[src/rtl/glb_rst_timer.sv]
module glb_rst_timer #(
  parameter int TICK_HZ = 32768,
  parameter int NGRP = 8,
  parameter logic [NGRP-1:0] KEEP_MASK = 8'b1100_0000
) (
  input  logic            clk,
  input  logic            rst_n,
  input  logic            btn_n,
  input  logic [1:0]      hold_sel,
  input  logic            batt_ok,
  output logic            rst_req,
  output logic [NGRP-1:0] load_grp
);
  localparam int CW = $clog2(12 * TICK_HZ + 1);
  localparam logic [CW-1:0] THR4  = CW'(4 * TICK_HZ);
  localparam logic [CW-1:0] THR8  = CW'(8 * TICK_HZ);
  localparam logic [CW-1:0] THR12 = CW'(12 * TICK_HZ);

  logic [1:0]    sync_q;
  logic [CW-1:0] cnt;
  logic [CW-1:0] thr;
  logic          pin_hi, sel_ok, qual, fire;

  always_comb begin
    case (hold_sel)
      2'b01:   thr = THR4;
      2'b10:   thr = THR8;
      2'b11:   thr = THR12;
      default: thr = '0;
    endcase
  end

  assign pin_hi = sync_q[1];
  assign sel_ok = hold_sel != 2'b00;
  assign qual   = sel_ok && (cnt >= thr);
  assign fire   = pin_hi && qual && batt_ok;

  always_ff @(posedge clk or negedge rst_n) begin
    if (!rst_n) sync_q <= 2'b11;
    else        sync_q <= {sync_q[0], btn_n};
  end

  always_ff @(posedge clk or negedge rst_n) begin
    if (!rst_n)                 cnt <= '0;
    else if (!sel_ok || pin_hi) cnt <= '0;
    else if (!qual)             cnt <= cnt + 1'b1;
  end

  always_ff @(posedge clk or negedge rst_n) begin
    if (!rst_n) begin
      rst_req  <= 1'b0;
      load_grp <= '0;
    end else begin
      rst_req  <= fire;
      load_grp <= {NGRP{rst_req}} & ~KEEP_MASK;
    end
  end
endmodule

[config.mk]
export PLATFORM = sky130hd
export DESIGN_NAME = glb_rst_timer
export DESIGN_NICKNAME = d
export VERILOG_FILES = /design/src/rtl/glb_rst_timer.sv
export SDC_FILE = /design/constraint.sdc
export NUM_CORES = 1
export LEC_CHECK = 0
export CORE_AREA = 2 2 68 70
export DETAILED_ROUTE_END_ITERATION = 8
export DIE_AREA = 0 0 70 72
export PLACE_DENSITY = 0.59
export SYNTH_ARGS = -nofsm -noshare
export SYNTH_HDL_FRONTEND = slang
export SYNTH_SLANG_ARGS = --single-unit
[constraint.sdc]
create_clock -name clk -period 2.1 [get_ports clk]
set_input_delay 0.315 -clock clk [delete_from_list [all_inputs] [get_ports clk]]
set_output_delay 0.315 -clock clk [all_outputs]
set_load 0.05 [all_outputs]
# Word-level counts from Yosys, hierarchy flattened
# Index checks and enable logic that the tools add are counted.
# classes
reduce_logical	6
eq_ne	4
add_sub_neg	1
mux	3
magnitude_cmp	1
# op_table
op	count
19-bit case mux with 3 select lines	1
19-bit 2-to-1 mux	2
19-bit by 1-bit adder with 19-bit output (second input constant)	1
19-bit >= comparator	1
2-bit equality test (second input constant)	2
1-bit logical AND	3
2-bit by 1-bit equality test with 1-bit output (second input constant)	1
2-bit by 1-bit != test with 1-bit output (second input constant)	1
2-bit nonzero test	1
1-bit logical NOT	1
1-bit logical OR	1
# word_totals
in_bits	6
elab_cells	19
out_inout_bits	9
register_bits	23

# Longest topological paths before layout
# depth
depth_word	6
ltp_mapped	7
mapped_depth_nobuf	6

# Worst setup path before layout
# No wires, ideal clock.
# synth_path
kind	flip-flop to flip-flop
startpoint	register cnt[18]
endpoint	register cnt[16]
arrival_ns	1.975
path_buffers	1
setup_ns	0.078
path_slack_ns	0.047
required_ns	2.022
path_stages_with_launch	7
synth_period_minus_slack_ns	2.053
path_cell_list	dfrtp_1 > ha_1 > nor2b_1 > or3_1 > clkbuf_1 > or4_1 > a21oi_1
# synth_via
elab_chain_cells	3
# synth_lines
item	line_no	rtl
from (decl)	20	logic [CW-1:0] cnt;
from (signal assigned)	46	else if (!qual) cnt <= cnt + 1'b1;
19-bit >= comparator	35	assign qual = sel_ok && (cnt >= thr);
1-bit logical AND	35	
2-bit by 1-bit != test with 1-bit output (no source line)	n/a	
# No other way between the ends.
# A chain may end at the register's enable or synchronous reset.

# Worst setup path in the final report
# layout_path
startpoint	input hold_sel[1]
endpoint	register cnt[14]
# layout_via
elab_chain_cells	5
elab_cells_between_ends	11
cone_classes	order compare: 1; eq/ne: 4; mux: 2; reduce/logical: 4
# layout_lines
item	line_no	rtl
from (decl)	9	input logic [1:0] hold_sel,
2-bit equality test / 2-bit by 1-bit equality test with 1-bit output (equally long branches)	25	case (hold_sel)
19-bit case mux with 3 select lines	25	
19-bit >= comparator	35	
1-bit logical AND	35	
2-bit by 1-bit != test with 1-bit output (no source line)	n/a	
# Parallel ways exist; a longest one is shown, timed or not.

==> impl_metrics.json <==
{
  "yosys_warnings": 0,
  "cp.arrival_ns": 2.21,
  "netSwitchingPower_uw": 222,
  "clk_latency_ns": 0.26,
  "cap_viol_max_count": 0,
  "gr-total-overflow": 0,
  "ir_worst_vdd_mv": 0.285,
  "numCtsBuffers": 3,
  "switching_share_pct": 26.0,
  "criticalPathCategory": "input pin to flip-flop",
  "critPathRequiredTime_ns": 2.29,
  "yosys_register_bits": 23,
  "io_pins": 15,
  "hold_buffers": 0,
  "netlist_instances": 139,
  "core_um2": 4260,
  "rows": 24,
  "hold_slack_ns": 0.360,
  "post-place-ws_ns": -0.402,
  "status": "finished clean",
  "grt_pass1_wl_um": 5330,
  "crit_slowest_cell": "clkdlybuf4s50_1",
  "layout-drive-gt1-share_pct": 21.0,
  "hp-class": "flip-flop to flip-flop",
  "final.setup.worst_slack_ns": 0.0818,
  "wirelength_um": 3110,
  "synth_compound_area_share_pct": 16.1,
  "cp_slowest_stage_delay_ns": 0.48,
  "hold_viol_final": 0,
  "dp_hpwl_um": 2270,
  "wl_per_cell_um": 14.5,
  "synth.cell_area_um2": 1310,
  "setup_violations": 0,
  "synth_edf_count": 0,
  "nFillCells": 449,
  "drt.antenna.violating_nets": 0,
  "antenna_found_initial": 0,
  "diodes": 0,
  "grt_start_max_net_pins": 24,
  "final_cell_area_um2": 1640,
  "gp_congestion": 0.852,
  "die_w_um": 70,
  "finClkSkew_ns": 0.00407,
  "synth_xor_area_share_pct": 3.35,
  "port-buffer-count": 12,
  "cts_setup_buffers": 0,
  "async_flop_share_pct": 100,
  "max_freq_ghz": 0.495,
  "tightest_slew_ns": 0.508,
  "power_frac_clock_pct": 32.1,
  "cts_max_level": 1,
  "fin_crit_ns": 2.02,
  "ys_seq_area_share_pct": 44.2,
  "drt_first_pass_iters": 4,
  "pwr-share-seq_pct": 53.8,
  "crit_fanout": 5,
  "detail_route.vias_per_cell": 5.31,
  "crit_path_end_kind": "flip-flop",
  "slew_headroom_pct": 66.1,
  "synth_top_family_by_area": "simple AND/OR/NAND/NOR gates",
  "nets": 173,
  "dpl_cell_area_um2": 1550,
  "design.die.area_um2": 5040,
  "vias": 1137,
  "numClockSinks": 23,
  "grt_usage_pct": 12.9,
  "power_density_nw_per_um2": 519,
  "synth_ff_type": "dfrtp_1",
  "drc": 0,
  "synth.avg_cell_area_um2": 9.42,
  "synthMuxAreaShare_pct": 0,
  "drv_slew": 0,
  "p_total_uw": 853,
  "post-route-period-util_pct": 96.1,
  "final_common_cell": "dfrtp_1",
  "synthAdderAreaFrac_pct": 3.82,
  "clkSlewWorstSetupHoldPaths_ns": 0.08,
  "grt_pass1_vias": 1214,
  "worstPathCellList": "clkdlybuf4s50_1 > inv_1 > ha_4 > nor2b_4 > or3_4 > or4_1 > a21oi_1",
  "power_frac_comb_pct": 14.2,
  "area.growth.synth_to_final_pct": 25.6,
  "synth_cell_types": 36,
  "final_cell_mix": "dfrtp_1, buf_4, clkdlybuf4s50_1",
  "p_leak_nw": 0.643,
  "start_kind": "input pin",
  "synthSimpleGateAreaFrac_pct": 24.9,
  "intPower_uw": 631,
  "fp.dieH_um": 72,
  "clockBufferDepth": 2,
  "start_util_pct": 30.7,
  "cts_tree": "built",
  "drt-initial-drc-count": 53,
  "cts-root-buf": "clkbuf_8"
}
==> flip-flops by register name (all words and copies together) (netlist names) <==
| signal | flops |
|---|---|
| cnt | 19 |
| load_grp | 1 |
| rst_req | 1 |
| sync_q | 2 |
==> final cells by class <==
type	count	area [um2]	share of cell area (%)
multi-input cells	100	688	41.9
flip-flops and latches	23	578	35.2
repair buffers	28	240	14.6
well taps	52	65.1	3.96
clock buffers	3	41.3	2.51
inverters	7	26.3	1.60
clock inverters	1	5.00	0.304
==> worst paths after layout <==
path | from | end | slack (ns) | cells past startpoint
min | sync_q[0]$_DFF_PN1_ | sync_q[1]$_DFF_PN1_ | 0.36 | 0
min reg2reg | sync_q[0]$_DFF_PN1_ | sync_q[1]$_DFF_PN1_ | 0.36 | 0
max in group asynchronous | rst_n | sync_q[0]$_DFF_PN1_ | 1.41 | 2
max | hold_sel[1] | cnt[14]$_DFFE_PN0P_ | 0.08 | 7
min in group asynchronous | rst_n | cnt[5]$_DFFE_PN0P_ | 0.40 | 2
max reg2reg | cnt[0]$_DFFE_PN0P_ | cnt[14]$_DFFE_PN0P_ | 0.20 | 5
==> through the flow <==
| stage | util (%) | setup TNS (ns) | cells |
|---|---|---|---|
| global placement | 36.3 | -2.90 | 209 |
| detailed placement | 36.3 | -3.71 | 209 |
| floorplan | - | 0 | 140 |
| CTS | 37.5 | 0 | 213 |
| finish | 38.6 | 0 | 214 |
| global route | 38.6 | -0.0142 | 214 |
==> routing by layer <==
metal | up-vias | routed length (um) | GRT usage [%]
met2 | 14 | 1610 | 22.3
met1 | 561 | 1390 | 16.1
li1 | 555 | - | -
met3 | 7 | 58 | 2.36
met5 | - | 0 | 0
met4 | 0 | 56 | 5.34
==> logic make-up after synthesis <==
logic type / after synthesis
compound gates: 32
xor+xnor: 5
fa+ha+maj: 4
buf+inv: 18
flops: 23
other cells: 1
simple gates: 56
==> worst max-delay path, delay by kind of cell <==
kind	cells	cell delay, ns
AO/OA/AOI/OAI	1	0.13
adder cells (fa/ha/maj)	1	0.21
buffers and inverters	2	0.55
AND/OR/NAND/NOR	3	1.01
==> power groups by stage <==
stage / clock, mW / sequential (mW) / combinational, mW
after floorplan: 0 / 0.471 / 0.0637
after global placement: 0 / 0.467 / 0.114
after detailed placement: 0 / 0.467 / 0.116
after CTS: 0.282 / 0.459 / 0.117
after global routing: 0.298 / 0.460 / 0.131
final: 0.273 / 0.459 / 0.121
==> repair_timing <==
item / CTS / global route
gates cloned: 0 / 1
pin swaps: 1 / 4
gates resized for setup: 1 / 7
hold endpoints to repair: 0 / 0
endpoints found under the setup margin: 5 / 11
==> Yosys cell counts (2+ instances only) <==
library cell  number  area [um2]
dfrtp_1           21         526
a21oi_1           10        50.1
nand2_1           10        37.5
buf_4              8        60.1
inv_1              7        26.3
nor2_1             7        26.3
o21ai_0            7        35.0
or3_1              7        43.8
nand3_1            6        30.0
nand4_1            5        31.3
o31ai_1            5        37.5
or4_1              5        37.5
ha_1               4        50.1
nor4_1             4        25.0
o211ai_1           4        30.0
clkbuf_1           3        11.3
xnor2_1            3        26.3
dfstp_2            2        52.6
nor2b_1            2        12.5
o32a_1             2        20.0
xor2_1             2        17.5
Power figures use the tool's default switching activity.
